**src/rtl/sat_mac_pkg.sv**
```systemverilog
package sat_mac_pkg;
  typedef enum logic [1:0] {
    CMD_HOLD  = 2'd0,
    CMD_CLEAR = 2'd1,
    CMD_LOAD  = 2'd2,
    CMD_STEP  = 2'd3
  } acc_cmd_e;
endpackage

```
**src/rtl/sat_mac_rst_sync.sv**
```systemverilog
module sat_mac_rst_sync #(
  parameter int STAGES = 2
) (
  input  logic clk,
  input  logic rst_n,
  output logic rst_sync_n
);
  logic [STAGES-1:0] sync_q;

  always_ff @(posedge clk or negedge rst_n) begin
    if (!rst_n) sync_q <= '0;
    else        sync_q <= {sync_q[STAGES-2:0], 1'b1};
  end

  assign rst_sync_n = sync_q[STAGES-1];
endmodule

```
**src/rtl/sat_mac_mul.sv**
```systemverilog
module sat_mac_mul #(
  parameter int OP_W  = 16,
  parameter int ACC_W = 36
) (
  input  logic [OP_W-1:0]  mul_a,
  input  logic [OP_W-1:0]  mul_b,
  output logic [ACC_W-1:0] prod_ext
);
  localparam int PROD_W = 2 * OP_W;
  localparam int PAD_W  = ACC_W - PROD_W;

  logic signed [PROD_W-1:0] prod_raw;
  logic        [ACC_W-1:0]  prod_sx;

  // Widen before the fractional shift so +1.0 from (-1)*(-1) stays positive.
  always_comb begin
    prod_raw = $signed(mul_a) * $signed(mul_b);
    prod_sx  = {{PAD_W{prod_raw[PROD_W-1]}}, prod_raw};
    prod_ext = prod_sx << 1;
  end
endmodule

```
**src/rtl/sat_mac_add.sv**
```systemverilog
module sat_mac_add #(
  parameter int ACC_W = 36,
  parameter int RD_W  = 32
) (
  input  logic [ACC_W-1:0] acc_in,
  input  logic [ACC_W-1:0] prod_in,
  input  logic             do_sub,
  output logic [ACC_W-1:0] sum_out,
  output logic             ovf_top,
  output logic             ovf_ext
);
  localparam int GUARD_W = ACC_W - RD_W + 1;

  logic [ACC_W:0]     sum_x;
  logic [GUARD_W-1:0] guard;

  always_comb begin
    if (do_sub) sum_x = {acc_in[ACC_W-1], acc_in} - {prod_in[ACC_W-1], prod_in};
    else        sum_x = {acc_in[ACC_W-1], acc_in} + {prod_in[ACC_W-1], prod_in};
    sum_out = sum_x[ACC_W-1:0];
    ovf_top = sum_x[ACC_W] ^ sum_x[ACC_W-1];
    guard   = sum_x[ACC_W-1:RD_W-1];
    ovf_ext = !((&guard) || !(|guard));
  end
endmodule

```
**src/rtl/sat_mac_rdsat.sv**
```systemverilog
module sat_mac_rdsat #(
  parameter int ACC_W = 36,
  parameter int RD_W  = 32
) (
  input  logic [ACC_W-1:0] acc_in,
  input  logic             sat_mode,
  input  logic             flag_any,
  input  logic             sign_hold,
  output logic [RD_W-1:0]  rd_out
);
  localparam logic [RD_W-1:0] MAX_POS = {1'b0, {(RD_W-1){1'b1}}};
  localparam logic [RD_W-1:0] MAX_NEG = {1'b1, {(RD_W-1){1'b0}}};

  always_comb begin
    if (sat_mode && flag_any) rd_out = sign_hold ? MAX_NEG : MAX_POS;
    else                      rd_out = acc_in[RD_W-1:0];
  end
endmodule

```
**src/rtl/sat_mac_acc.sv**
```systemverilog
module sat_mac_acc
  import sat_mac_pkg::*;
#(
  parameter int OP_W  = 16,
  parameter int RD_W  = 32,
  parameter int ACC_W = 36
) (
  input  logic             clk,
  input  logic             rst_n,
  input  logic             acc_clr,
  input  logic             acc_ld,
  input  logic [RD_W-1:0]  ld_data,
  input  logic             op_valid,
  input  logic             op_sub,
  input  logic [OP_W-1:0]  op_a,
  input  logic [OP_W-1:0]  op_b,
  input  logic             sat_mode,
  output logic [RD_W-1:0]  acc_rd,
  output logic [ACC_W-1:0] acc_full,
  output logic             ext_ovf,
  output logic             acc_ovf
);
  localparam int EXT_W = ACC_W - RD_W;

  logic             rst_sync_n;
  acc_cmd_e         cmd;
  logic [ACC_W-1:0] prod_ext, sum_val;
  logic             new_top, new_ext;

  logic [ACC_W-1:0] acc_q, acc_d;
  logic             ev_q, ev_d, mv_q, mv_d, sgn_q, sgn_d, reg_en;

  sat_mac_rst_sync #(.STAGES(2)) u_rst (
    .clk(clk), .rst_n(rst_n), .rst_sync_n(rst_sync_n)
  );

  sat_mac_mul #(.OP_W(OP_W), .ACC_W(ACC_W)) u_mul (
    .mul_a(op_a), .mul_b(op_b), .prod_ext(prod_ext)
  );

  sat_mac_add #(.ACC_W(ACC_W), .RD_W(RD_W)) u_add (
    .acc_in(acc_q), .prod_in(prod_ext), .do_sub(op_sub),
    .sum_out(sum_val), .ovf_top(new_top), .ovf_ext(new_ext)
  );

  sat_mac_rdsat #(.ACC_W(ACC_W), .RD_W(RD_W)) u_rd (
    .acc_in(acc_q), .sat_mode(sat_mode), .flag_any(ev_q | mv_q),
    .sign_hold(sgn_q), .rd_out(acc_rd)
  );

  // Command priority: clear, then load, then accumulate.
  always_comb begin
    if (acc_clr)       cmd = CMD_CLEAR;
    else if (acc_ld)   cmd = CMD_LOAD;
    else if (op_valid) cmd = CMD_STEP;
    else               cmd = CMD_HOLD;
  end

  always_comb begin
    acc_d  = acc_q;
    ev_d   = ev_q;
    mv_d   = mv_q;
    sgn_d  = sgn_q;
    reg_en = 1'b1;
    case (cmd)
      CMD_CLEAR: begin
        acc_d = '0;
        ev_d  = 1'b0;
        mv_d  = 1'b0;
        sgn_d = 1'b0;
      end
      CMD_LOAD: begin
        acc_d = {{EXT_W{ld_data[RD_W-1]}}, ld_data};
        ev_d  = 1'b0;
        mv_d  = 1'b0;
        sgn_d = 1'b0;
      end
      CMD_STEP: begin
        acc_d = sum_val;
        ev_d  = ev_q | new_ext;
        mv_d  = mv_q | new_top;
        // Capture the sign only on the first overflow since the last clear/load.
        if (!ev_q && !mv_q && (new_ext || new_top)) sgn_d = acc_q[ACC_W-1];
      end
      default: reg_en = 1'b0;
    endcase
  end

  always_ff @(posedge clk or negedge rst_sync_n) begin
    if (!rst_sync_n) begin
      acc_q <= '0;
      ev_q  <= 1'b0;
      mv_q  <= 1'b0;
      sgn_q <= 1'b0;
    end else if (reg_en) begin
      acc_q <= acc_d;
      ev_q  <= ev_d;
      mv_q  <= mv_d;
      sgn_q <= sgn_d;
    end
  end

  assign acc_full = acc_q;
  assign ext_ovf  = ev_q;
  assign acc_ovf  = mv_q;
endmodule

```
**config.mk**
```make
export PLATFORM = sky130hd
export DESIGN_NAME = sat_mac_acc
export DESIGN_NICKNAME = d
export VERILOG_FILES = /design/src/rtl/sat_mac_pkg.sv /design/src/rtl/sat_mac_rst_sync.sv /design/src/rtl/sat_mac_mul.sv /design/src/rtl/sat_mac_add.sv /design/src/rtl/sat_mac_rdsat.sv /design/src/rtl/sat_mac_acc.sv
export SDC_FILE = /design/constraint.sdc
export NUM_CORES = 1
export LEC_CHECK = 0
export ABC_AREA = 1
export BUFFER_PORTS_ARGS = -buffer_cell sky130_fd_sc_hd__buf_4
export CORE_MARGIN = 2
export CORE_UTILIZATION = 56
export DETAILED_ROUTE_END_ITERATION = 12
export GPL_TIMING_DRIVEN = 0
export PLACE_DENSITY = 0.77
export SLEW_MARGIN = 20
export SYNTH_ARGS = -nofsm -noshare
export SYNTH_HDL_FRONTEND = slang
export SYNTH_SLANG_ARGS = --single-unit
```
**constraint.sdc**
```tcl
create_clock -name clk -period 1.7 [get_ports clk]
set_input_delay 0.17 -clock clk [delete_from_list [all_inputs] [get_ports clk]]
set_output_delay 0.17 -clock clk [all_outputs]
set_load 0.02 [all_outputs]
```
; After elaboration in Yosys (flattened, before gate mapping)
; Cells that the tools add are included.
[totals]
ff_bits = 41
latch_bits = 0
mem_bits_rw = 0
romBits = 0
inputBits = 71
out_inout_bits = 70
wordCells = 46
n_memories = 0
[op_classes]
add_sub_neg = 2
multipliers = 1
div_mod_pow = 0
magnitude_cmp = 0
eq_ne = 4
shift = 0
mux = 12
bitwise_logic = 4
reduce_logical = 18
[ops]
columns = operator, count
row1 = 36-bit one-hot mux with 3 select lines, 1
row2 = 32-bit two-way mux, 2
row3 = 36-bit by 33-bit adder with 37-bit output, 1
row4 = 37-bit two-way mux, 1
row5 = 36-bit by 33-bit subtractor with 37-bit output, 1
row6 = 16-bit by 16-bit multiplier with 32-bit output, 1
row7 = 2-bit two-way mux, 3
row8 = 1-bit one-hot mux with 2 select lines, 3
row9 = 5-bit AND reduction, 1
row10 = 5-bit OR reduction, 1
row11 = "2-bit equality test, second input constant", 2
row12 = 1-bit logical NOT, 4
row13 = 2-bit AND reduction, 2
row14 = 1-bit logical AND, 3
row15 = 1-bit bitwise OR, 3
row16 = 3-bit AND reduction, 1
row17 = 3-bit nonzero test, 1
row18 = 3-bit OR reduction, 1
row19 = "2-bit by 1-bit equality test with 1-bit output, second input constant", 1
row20 = 1-bit logical OR, 2
row21 = 1-bit two-way mux, 2
row22 = "2-bit != test, second input constant", 1
row23 = 2-bit nonzero test, 1
row24 = 2-bit OR reduction, 1
row25 = 1-bit bitwise XOR, 1

; Depth between registers and ports, before layout
; Gate-level depths: netlist (run 1).
[depth]
depth_word = 11
ltp_mapped = 53
ltp_nobuf = 51

; Modules after synthesis
; Synthesis (run 1) repeated with hierarchy kept, for this count alone.
[unflattened]
hier_cells = 2464
area_unflattened_um2 = 16693.5
[modules_own_cells]
columns = mod, instances, cells_per_inst, area_per_inst_um2, seq_area_each_um2
row1 = sat_mac_mul, 1, 1472, 10895.4, 0.0
row2 = sat_mac_add, 1, 692, 3606.0, 0.0
row3 = sat_mac_acc, 1, 223, 1821.7, 975.9
row4 = sat_mac_rdsat, 1, 74, 316.6, 0.0
row5 = sat_mac_rst_sync, 1, 3, 53.8, 50.0

; Worst setup path before layout (run 1)
; No wires, ideal clock.
[synth_path]
path_kind = input-to-reg
start = in op_b[7]
end = reg sgn_q
setup_time_ns = 0.117
t_arrival_ns = 7.647
required_time_ns = 1.583
slack_ns = -6.065
stages = 48
path_buffers = 2
cell_sequence = clkbuf_1 -> clkbuf_1 -> nand2_1 -> fa_1 -> inv_1 -> fa_1 -> inv_1 -> fa_1 -> inv_1 -> fa_1 -> fa_1 -> inv_1 -> fa_1 -> inv_1 -> ha_1 -> nand2_1 -> nor2_1 -> inv_1 -> [12 not listed] -> xor2_1 -> ha_1 -> nand2_1 -> nor2_1 -> nand2_1 -> nor4_1 -> nand3_1 -> nand3_1 -> xor2_1 -> nor2_1 -> nand3b_1 -> nand2_1 -> nand3_1 -> nand2_1 -> nand2_1 -> nand3_1 -> nand2_1 -> nand2_1
[synth_via]
elab_chain_cells = 11
elab_cells_between_ends = 14
cone_classes = add/sub: 2 / mul: 1 / eq/ne: 1 / mux: 1 / bitwise: 1 / reduce/logical: 8
[synth_rtl]
columns = element, line
row1 = "start, declared", sat_mac_acc.sv:16  ; input logic [OP_W-1:0] op_b,
row2 = 16-bit by 16-bit multiplier with 32-bit output *, sat_mac_mul.sv:17  ; prod_raw = $signed(mul_a) * $signed(mul_b);
row3 = 36-bit by 33-bit adder with 37-bit output or 36-bit by 33-bit subtractor with 37-bit output (tied branches), "sat_mac_add.sv:19, sat_mac_add.sv:18"
row4 = 37-bit two-way mux *, sat_mac_add.sv:18  ; if (do_sub) sum_x = {acc_in[ACC_W-1], acc_in} - {prod_in[ACC_W-1], prod_in};
row5 = 5-bit OR reduction, sat_mac_add.sv:23  ; ovf_ext = !((&guard) || !(|guard));
row6 = 1-bit logical NOT, sat_mac_add.sv:23
row7 = 1-bit logical OR, sat_mac_add.sv:23
row8 = 1-bit logical NOT, sat_mac_add.sv:23
row9 = 1-bit logical OR *, sat_mac_acc.sv:83  ; if (!ev_q && !mv_q && (new_ext || new_top)) sgn_d = acc_q[ACC_W-1];
row10 = 1-bit logical AND *, sat_mac_acc.sv:83
row11 = 2-bit != test (no source line) *, n/a
row12 = 3-bit AND reduction (no source line) *, n/a
row13 = "end signal, assigned", sat_mac_acc.sv:99  ; sgn_q <= sgn_d;
row14 = "end, declared", sat_mac_acc.sv:31  ; logic ev_q, ev_d, mv_q, mv_d, sgn_q, sgn_d, reg_en;
; Every way passes the cells marked *; elsewhere a longest branch is shown, timed or not.
; A chain may end at the register's enable or synchronous reset.

; Worst setup path after layout (run 1)
[layout_path]
start = in op_a[3]
end = reg sgn_q
[layout_via]
elab_chain_cells = 11
elab_cells_between_ends = 14
cone_classes = add/sub: 2 / mul: 1 / eq/ne: 1 / mux: 1 / bitwise: 1 / reduce/logical: 8
[layout_rtl]
columns = element, line
row1 = "start, declared", sat_mac_acc.sv:15  ; input logic [OP_W-1:0] op_a,
row2 = 16-bit by 16-bit multiplier with 32-bit output *, sat_mac_mul.sv:17
row3 = 36-bit by 33-bit adder with 37-bit output or 36-bit by 33-bit subtractor with 37-bit output (tied branches), "sat_mac_add.sv:19, sat_mac_add.sv:18"
row4 = 37-bit two-way mux *, sat_mac_add.sv:18
row5 = 5-bit OR reduction, sat_mac_add.sv:23
row6 = 1-bit logical NOT, sat_mac_add.sv:23
row7 = 1-bit logical OR, sat_mac_add.sv:23
row8 = 1-bit logical NOT, sat_mac_add.sv:23
row9 = 1-bit logical OR *, sat_mac_acc.sv:83
row10 = 1-bit logical AND *, sat_mac_acc.sv:83
row11 = 2-bit != test (no source line) *, n/a
row12 = 3-bit AND reduction (no source line) *, n/a
; Marks and branches as above.

==> results of run 1 <==
==> cells by family after synthesis <==
family / after synthesis / synth area share
simple gates: 768 / 0.201
buf+inv: 678 / 0.163
fa+ha+maj: 385 / 0.433
compound gates: 308 / 0.107
xor+xnor: 51 / 0.0295
flops: 41 / 0.0655
other cells: 1 / 0.000239
==> how the worst max path moves through the flow <==
stage	start	endpoint	slack, ns	cells after the start
floorplan	op_b[7]	sgn_q	-5.70	48
global placement	op_a[11]	sgn_q	-7.04	45
detailed placement	op_a[14]	sgn_q	-7.13	45
CTS	op_b[1]	sgn_q	-5.98	45
global route	op_b[5]	sgn_q	-6.69	50
finish	op_a[3]	sgn_q	-6.45	49
==> layout by cell type, fill, tap and decap left out, types with 14 or more instances in the layout <==
master / count
xor2_1: 19
ha_1: 53
clkbuf_8: 17
fa_1: 246
buf_6: 20
nand2_4: 50
nor2_4: 35
clkbuf_1: 15
nor2_2: 24
nand3_1: 39
nor2_1: 57
a21oi_4: 30
nand2_1: 380
inv_2: 69
a21oi_2: 40
dfrtp_1: 40
a22oi_1: 23
buf_4: 248
a21oi_1: 78
inv_1: 518
o21ai_1: 57
ha_4: 64
nand4_1: 14
o21ai_2: 28
fa_2: 17
clkbuf_16: 44
nand2_2: 96
nand3_2: 23
==> state kept, by name, indices dropped and copies added, names as in the netlist <==
register and flops:
acc_full 36, sgn_q 1, acc_ovf 1, ext_ovf 1
u_rst.sync_q 2
==> repair_timing <==
action                                  4_1_cts  5_1_grt
hold buffers                                  1        0
resized for setup                           376      319
pin swaps                                   147      144
gates cloned                                  5        0
hold endpoints to repair                      2        0
endpoints found under the setup margin       70       69
setup buffers                               103       49
==> layer usage <==
layer,global-route usage,vias up
met5,0,-
met4,0.147,0
met3,0.103,279
met2,0.614,1015
met1,0.496,8043
li1,-,7233
==> critical path: cells and delay by family <==
family	cells	cell delay (ns)
buffers and inverters	13	1.20
AND/OR/NAND/NOR	22	2.17
adder cells (fa/ha/maj)	8	3.68
AO/OA/AOI/OAI	4	0.71
XOR/XNOR	2	0.40
==> through the flow <==
stage	util	hold WS (ns)	TNS (ns)	cell area, µm²	cells
finish	0.824	0.108	-172.20	22800	2893
global route	0.824	0.123	-182.19	22800	2892
CTS	0.767	0.110	-168.12	21200	2843
detailed placement	0.664	-0.0476	-198.52	18400	2726
global placement	0.664	-0.0483	-196.84	18300	2725
floorplan	-	-0.126	-149.72	17000	2232
==> layout make-up <==
cell class	instances	area (µm²)
tap	378	473
clock buffer	5	125
clock inverter	3	68.8
multi-input combinational	1513	15200
inverter	598	2280
fill	1714	4860
timing repair buffer	274	2220
sequential	41	1030
buffer	80	1350
antenna	1	2.50
==> impl_results.md, run 1 <==
* Outcome: finished, violations left
* Failing checks: negative setup slack
* Final hold violation count at 0
* Sequential element share of the synthesized area at 0.0655
* Yosys cell types at 46
* Startpoint of the lowest-slack hold path: ld_data[0]
* Top-area cell type share of the netlist area at 0.336
* Number of cell rows at 61
* Sinks on Clock Net at 41
* CP Capture Type: flop
* # IOs at 141
* Clk slew on worst S/H paths at 0.07 ns
* Top cells by area, synth: fa_1, inv_1, nand2_1
* Yosys reg bits at 41
* Syn_area_per_cell at 7.02 µm²
* Min Tclk post-route at 8.15 ns
* Via density at 5.73
* List of most frequent post-synthesis cells: inv_1, nand2_1, fa_1
* Remaining antenna violation count at 0
* Area Growth Syn to Fin at 45.3%
* Remaining global-route overflow at 0
* Primary FF master, synth: dfrtp_1
* Post-Route WL at 58,500 µm
* First-pass GRT wire length at 86,600 µm
* Worst skew pair latency at 0.30 ns
* CTS buffer count at 5
* Antenna violations before repair at 0
* Clk buf depth at 2
* GRT Overall Usage at 0.383
* Die H at 171 µm
* Dpl ws at -7.13 ns
* Worst Slack Setup Final at -6.45 ns
* Slowest CP cell: fa_1
* Crit Path Class: primary input to flop
* Hold depth at 3
* Core box area at 0.0276 mm²
* Most frequent CP cell: nand2_1
* Async SR Flop Fraction at 1.00
* Routed length per placed instance at 20.2 µm
* Max Freq at 0.123 GHz
* Worst-margin pin slew at 0.981 ns
* CP required at 1.90 ns
* Drt first-iter violations at 1,572
* Clk Tree Root Cell: clkbuf_16
* Crit path arrival time at 8.34 ns
* Mapped Cells at 2,232
* Slew margin rel. at 0.346
* Dpl hpwl at 42,000 µm
* Setup-failing EPs final at 67
* Die area at 0.0293 mm²
* DRT met1 WL at 21,500 µm
* Max stage delay on crit path at 0.55 ns
* Drt pass-1 iters at 6
* Metal3 WL at 6780 µm
* Synth area leader: fa_1
* Vias in the first global route at 16,800
* Min-Delay Path Class: primary input to flop
* Most frequent cell after synthesis: inv_1
* Final GP Congestion at 0.946
* Share of layout cells above drive strength 1 at 0.368
* Number of synthesized flops with an enable pin at 0
* Crit path launch type: primary input
* Mapped Area at 0.0157 mm²
* Highest metal used: met4
* Starting density of the core at 0.567
* R2r endpoint: sgn_q
* Met2 WL at 27,200 µm
* DR vias at 16,600
* Reg2reg start: acc_full[1]
* Largest net degree at the start of global routing at 26
* DRC Markers at 0
* TritonCTS clock tree: yes
* Crit path max fanout at 10
* H-tree levels at 2
* Max Slew Vio Count at 0
* RSZ-0062 raised after global routing: true
* Final Cycle Share at 4.79
* Die extent in x at 171 µm
* FF-to-FF path depth at 19
* # Max-Cap Violations at 0
* YS warnings at 0
* I/O Buffers at 115
* Worst hold path endpoint: acc_full[0]
* Setup Skew at 0.0126 ns
* R2R Setup Slk at -1.33 ns
* Syn_nets at 2,688
* # nets final at 2,969
Power of run 1 is not shown: default switching activity piles up to over one toggle a cycle in this logic, so the estimate is an artifact.
==> run 2, diff against run 1 <==
==> constraint.sdc (replaced) <==
create_clock -name clk -period 1.7 [get_ports clk]
set_input_delay 0.17 -clock clk [delete_from_list [all_inputs] [get_ports clk]]
set_output_delay 0.17 -clock clk [all_outputs]
set_load 0.1 [all_outputs]
==> run 2 against run 1 <==
Net effect: the run still ends with negative setup slack left; clock skew is essentially flat; final area grew 2.6%; sequential share of layout area is essentially flat; hold slack gained 0.032 ns; non-clock buffer count grew 9; wire length grew 3.5%; core utilization grew 2.1 points; setup slack gained 0.040 ns; sequential cell count is the same; global-route usage grew 0.93 points; critical path type unchanged.
==> impl_results.md, run 2 (synthesis results as in run 1) <==
* Outcome: finished, violations left
* Failing checks: negative setup slack
* Area Growth Syn to Fin at 49.0%
* Sinks on Clock Net at 41 (unchanged)
* Final Cycle Share at 4.77 (-0.0234)
* Most common cell after layout, fill and taps aside: inv_1
* Multi-input logic area at 0.0153 mm² (+0.83%)
* First-pass GRT wire length at 88,200 µm (+1.9%)
* Met2 WL at 27,700 µm (+2.0%)
* Remaining global-route overflow at 0 (unchanged)
* Die H at 171 µm (unchanged)
* Drt pass-1 iters at 8 (+2)
* Critical Path Start: op_b[4]
* Crit path arrival time at 8.30 ns (-0.04 ns)
* Clk Tree Root Cell: clkbuf_16
* Max stage delay on crit path at 0.61 ns (+0.06 ns)
* Worst skew pair latency at 0.30 ns (about the same)
* CP required at 1.89 ns (about the same)
* Worst-margin pin slew at 0.932 ns (-0.0496 ns)
* Starting density of the core at 0.567 (unchanged)
* R2R Setup Slk at -1.59 ns (-0.26 ns)
* Core box area at 0.0276 mm² (unchanged)
* H-tree levels at 2 (unchanged)
* Number of cell rows at 61 (unchanged)
* Crit path to: sgn_q
* DRC Markers at 0 (unchanged)
* Vias in the first global route at 16,700 (-0.48%)
* Crit path launch type: primary input
* # IOs at 141 (unchanged)
* Dpl cell area at 0.0188 mm² (+2.3%)
* I/O Buffers at 115 (unchanged)
* Remaining antenna violation count at 0 (unchanged)
* Metal3 WL at 6710 µm (-1.1%)
* Final hold violation count at 0 (unchanged)
* # Max-Cap Violations at 0 (unchanged)
* Reg2reg start: acc_full[1]
* Max reg flops at 36 (unchanged)
* Largest net degree at the start of global routing at 28 (+7.7%)
* Share of layout cells above drive strength 1 at 0.390 (+0.0217)
* DRT met1 WL at 23,400 µm (+8.9%)
* Slew margin rel. at 0.379 (+0.0331)
* Clk slew on worst S/H paths at 0.07 ns (about the same)
* FF/Latch Area at 0.00106 mm² (+2.9%)
* Final GP Congestion at 0.944 (-0.26%)
* Via density at 5.77 (+0.77%)
* Crit path max fanout at 7 (-3)
* Min Tclk post-route at 8.11 ns (-0.0398 ns)
* Antenna cells at 0 (-1)
* Highest metal used: met5
* Drt first-iter violations at 1,939 (+23%)
* Post-Route WL at 60,500 µm (+3.5%)
* CTS buffer count at 5 (unchanged)
* GRT Overall Usage at 0.392 (+0.00934)
* Most frequent cells in the layout: inv_1, nand2_1, fa_1
* Worst Slack Setup Final at -6.41 ns (+0.0398 ns)
* Dpl hpwl at 42,500 µm (+1.2%)
* Dpl ws at -7.05 ns (+0.0822 ns)
* Routed length per placed instance at 20.8 µm (+3.2%)
* Slowest CP cell: fa_1
* RSZ-0062 raised after global routing: true
* Min Hold Slack at 0.139 ns (+0.0316 ns)
* R2r endpoint: sgn_q
* Max Slew Vio Count at 0 (unchanged)
* TritonCTS clock tree: yes
* Die area at 0.0293 mm² (unchanged)
* FILL cells at 1,605 (-6.4%)
* CP Capture Type: flop
* Die extent in x at 171 µm (unchanged)
* Min-Delay Path Class: primary input to flop
* Antenna violations before repair at 1 (+1)
* # nets final at 2,978 (+0.30%)
* Clk buf depth at 2 (unchanged)
* DR vias at 16,700 (+1.0%)
* Setup-failing EPs final at 69 (+3.0%)
* Post-route cell area at 0.0233 mm² (+2.6%)
* Crit Path Class: primary input to flop
* Max Freq at 0.123 GHz (+0.49%)
* Setup Skew at 0.0122 ns (-0.000403 ns)
* FF-to-FF path depth at 21 (+2)
-- run 2: changes by cell type in the layout (fill, tap and decap cells not counted), sizes merged --
cell and delta:
diode -1, buf +20, bufinv -2, inv +1, clkbuf -11, clkinv +1
-- run 2: through the flow --
| stage | cells | TNS (ns) | utilization |
|---|---|---|---|
| CTS | 2820 | -166.26 | 0.786 |
| finish | 2901 | -176.95 | 0.845 |
| floorplan | 2232 | -159.42 | - |
| global placement | 2725 | -199.26 | 0.679 |
| global route | 2901 | -187.65 | 0.845 |
| detailed placement | 2726 | -198.85 | 0.680 |
-- run 2: timing repair --
action | in CTS | in global routing
hold buffers | 1 | 0
setup buffers | 79 | 77
pin swaps | 120 | 164
endpoints found under the hold margin | 2 | 0
cloned | 6 | 4
gates resized for setup | 451 | 287
setup endpoints to repair | 70 | 70
-- run 2: routing by layer --
| layer | vias to the layer above | GRT usage |
|---|---|---|
| li1 | 7249 | - |
| met1 | 8185 | 0.538 |
| met2 | 1024 | 0.608 |
| met3 | 281 | 0.0978 |
| met4 | 4 | 0.133 |
| met5 | - | 0.00522 |
-- run 2: worst min-delay path by stage --
stage / cells after the start / start / slack, ns / to
after floorplan: 0 / rst_n / -0.13 / u_rst.sync_q[0]
after global placement: 1 / rst_n / -0.05 / u_rst.sync_q[1]
after detailed placement: 1 / rst_n / -0.05 / u_rst.sync_q[0]
after CTS: 3 / ld_data[0] / 0.13 / acc_full[0]
after global routing: 3 / ld_data[0] / 0.18 / acc_full[0]
final: 3 / ld_data[0] / 0.14 / acc_full[0]
-- run 2: area by class of cell --
class                   instances  share of cell area
repair buffers                283               0.119
multi-input cells            1513               0.657
clock buffers                   5             0.00536
flip-flops and latches         41              0.0453
clock inverters                 3             0.00107
inverters                     598              0.0979
plain buffers                  80              0.0542
well taps                     378              0.0203
-- run 2: critical path: cells and delay by family --
kind / cells / cell delay (ns)
adder cells (fa/ha/maj): 8 / 3.50
AO/OA/AOI/OAI: 7 / 1.01
buffers and inverters: 9 / 1.01
AND/OR/NAND/NOR: 22 / 2.17
XOR/XNOR: 2 / 0.43
Power of run 2 is left out for the same reason.
==> run 3, diff against run 2 <==
- PLACE_DENSITY: 0.77 -> 0.76
- SYNTH_HIERARCHICAL: not set -> 1
==> run 3 against run 2 <==
Net effect: the run still ends with negative setup slack left; clock skew fell by 0.0023 ns; core utilization grew 2.8 points; sequential cell count stayed put; final cell count up 11%; highest routed layer unchanged.
==> impl_results.md, run 3 <==
* Outcome: finished, violations left
* Failing checks: negative setup slack
* CP required at 1.87 ns (-0.02 ns)
* Worst-margin pin slew at 0.915 ns (-0.0168 ns)
* Max reg flops at 36 (unchanged)
* Sequential element share of the synthesized area at 0.0615 (-0.00402)
* # Max-Cap Violations at 0 (unchanged)
* Largest net degree at the start of global routing at 34 (+21%)
* RSZ-0062 raised after global routing: true
* Die extent in x at 177 µm (+3.1%)
* Dpl cell area at 0.0196 mm² (+4.3%)
* Crit path launch type: primary input
* YS warnings at 6 (+6)
* Yosys reg bits at 41 (unchanged)
* TritonCTS clock tree: yes
* Routed length per placed instance at 22.0 µm (+5.5%)
* Crit path max fanout at 7 (unchanged)
* Multi-input logic area at 0.0169 mm² (+9.9%)
* Final Cycle Share at 4.83 (+0.0614)
* Setup TNS at -183.18 ns (-6.23 ns)
* Crit Path Class: primary input to flop
* CP Capture Type: flop
* Yosys cell types at 47 (+2.2%)
* Die H at 177 µm (+3.1%)
* Share of layout cells above drive strength 1 at 0.388 (-0.00177)
* DRC Markers at 0 (unchanged)
* Post-route cell area at 0.0257 mm² (+10%)
* DR vias at 19,000 (+13%)
* Slew margin rel. at 0.390 (+0.0112)
* Post-Route WL at 70,900 µm (+17%)
* Syn_area_per_cell at 6.77 µm² (-3.5%)
* Final GP Congestion at 0.954 (+1.1%)
* Drt first-iter violations at 2,182 (+13%)
* Starting density of the core at 0.566 (-0.000817)
* Area Growth Syn to Fin at 54.2%
* Most frequent cells in the layout: nand2_1, inv_1, buf_4
* Worst Slack Setup Final at -6.51 ns (-0.104 ns)
* Mapped Cells at 2,464 (+10%)
* # nets final at 3,286 (+10%)
* Mapped Area at 0.0167 mm² (+6.5%)
* List of most frequent post-synthesis cells: nand2_1, inv_1, fa_1
* Number of cell rows at 63 (+3.3%)
* Sinks on Clock Net at 41 (unchanged)
* GRT Overall Usage at 0.361 (-0.0311)
* Antenna violations before repair at 1 (unchanged)
* Crit path arrival time at 8.38 ns (+0.08 ns)
* Async SR Flop Fraction at 1.00 (unchanged)
* Slowest CP cell: fa_1
* I/O Buffers at 113 (-1.7%)
* Core box area at 0.0295 mm² (+6.7%)
* First-pass GRT wire length at 87,800 µm (-0.51%)
* Min-Delay Path Class: primary input to flop
* FILL cells at 1,462 (-8.9%)
* Setup-failing EPs final at 68 (-1.4%)
* H-tree levels at 2 (unchanged)
* # IOs at 141 (unchanged)
* Max Slew Vio Count at 0 (unchanged)
* Primary FF master, synth: dfrtp_1
* Synth area leader: fa_1
* Clk slew on worst S/H paths at 0.07 ns (about the same)
* Final hold violation count at 0 (unchanged)
* Via density at 5.88 (+1.9%)
* Clk buf depth at 2 (unchanged)
* Remaining antenna violation count at 0 (unchanged)
* Vias in the first global route at 17,600 (+5.3%)
* Top-area cell type share of the netlist area at 0.315 (-0.0207)
* Top cells by area, synth: fa_1, nand2_1, inv_1
* Most frequent cell after synthesis: nand2_1
* Worst skew pair latency at 0.31 ns (about the same)
* Clk Tree Root Cell: clkbuf_16
* Most common cell after layout, fill and taps aside: nand2_1
* Max stage delay on crit path at 0.59 ns (-0.02 ns)
* FF/Latch Area at 0.00103 mm² (-2.5%)
* Dpl hpwl at 43,100 µm (+1.3%)
* CTS buffer count at 5 (unchanged)
* Die area at 0.0312 mm² (+6.4%)
* Setup Skew at 0.00987 ns (-0.00230 ns)
* Remaining global-route overflow at 0 (unchanged)
* Max Freq at 0.122 GHz (-1.3%)
* Syn_nets at 2,920 (+8.6%)
* Min Tclk post-route at 8.21 ns (+0.104 ns)
* Number of synthesized flops with an enable pin at 0 (unchanged)
* Drt pass-1 iters at 9 (+1)
## run 3: cell count changes after synthesis, sizes merged, moves of 13 or more
cell / delta
o21bai: +13
nand2: +273
a21oi: -72
a22oi: -27
xor2: +31
o21ai: -83
nor2: +37
clkbuf: -16
nand3: +44
buf: +20
## run 3: final timing paths
check | start | endpoint | slack (ns) | cells past startpoint
max in group asynchronous | u_rst/sync_q[1] | acc_full[1] | 1.09 | 1
max | op_b[4] | acc_full[34] | -6.51 | 41
max reg2reg | acc_full[12] | sgn_q | -1.20 | 21
min reg2reg | u_rst/sync_q[1] | acc_full[35] | 0.11 | 0
min | ld_data[22] | acc_full[22] | 0.09 | 3
min in group asynchronous | u_rst/sync_q[1] | acc_full[35] | 0.11 | 0
## run 3: timing repair
item	4_1_cts	5_1_grt
setup endpoints to repair	70	70
gates cloned	0	10
gates resized for setup	371	546
buffers inserted	123	123
pin swaps	172	196
hold buffers	1	0
hold endpoints to repair	2	0
## run 3: logic make-up (layout without fill, tap and decap cells)
kind of cell	Yosys count	after routing	synth area share
AND/OR/NAND/NOR	1132	1132	0.283
AO/OA/AOI/OAI	128	128	0.0432
other	2	3	0.000450
adder cells (fa/ha/maj)	385	385	0.407
buffers and inverters	694	1061	0.162
flip-flops	41	41	0.0615
XOR/XNOR	82	82	0.0430
## run 3: final cells by class
| class | instances | share of cell area |
|---|---|---|
| Sequential cell | 41 | 0.0400 |
| Antenna cell | 1 | 0.0000972 |
| Tap cell | 390 | 0.0190 |
| Inverter | 610 | 0.0899 |
| Multi-Input combinational cell | 1729 | 0.655 |
| Timing Repair Buffer | 359 | 0.137 |
| Buffer | 84 | 0.0533 |
| Clock buffer | 8 | 0.00530 |
## run 3: per-stage QoR
stage	hold WS (ns)	utilization	worst slack, ns	instances
floorplan	-0.126	-	-5.55	2464
global placement	-0.0485	0.664	-7.09	2967
detailed placement	-0.0459	0.664	-7.19	2968
CTS	0.0774	0.760	-5.92	3094
global route	0.101	0.873	-6.66	3221
finish	0.0893	0.873	-6.51	3222
## run 3: worst max-delay path, delay by kind of cell
kind | cells | cell delay (ns)
xor+xnor | 2 | 0.33
fa+ha+maj | 8 | 3.87
compound gates | 5 | 0.78
buf+inv | 11 | 1.41
simple gates | 15 | 1.80
## run 3: layer usage
layer	global-route usage	wire, µm	vias up
met3	0.0911	8430	466
met5	0	11	-
li1	-	-	7945
met1	0.480	24600	9134
met4	0.0895	4540	2
met2	0.592	33300	1407
Power of run 3 is left out for the same reason.
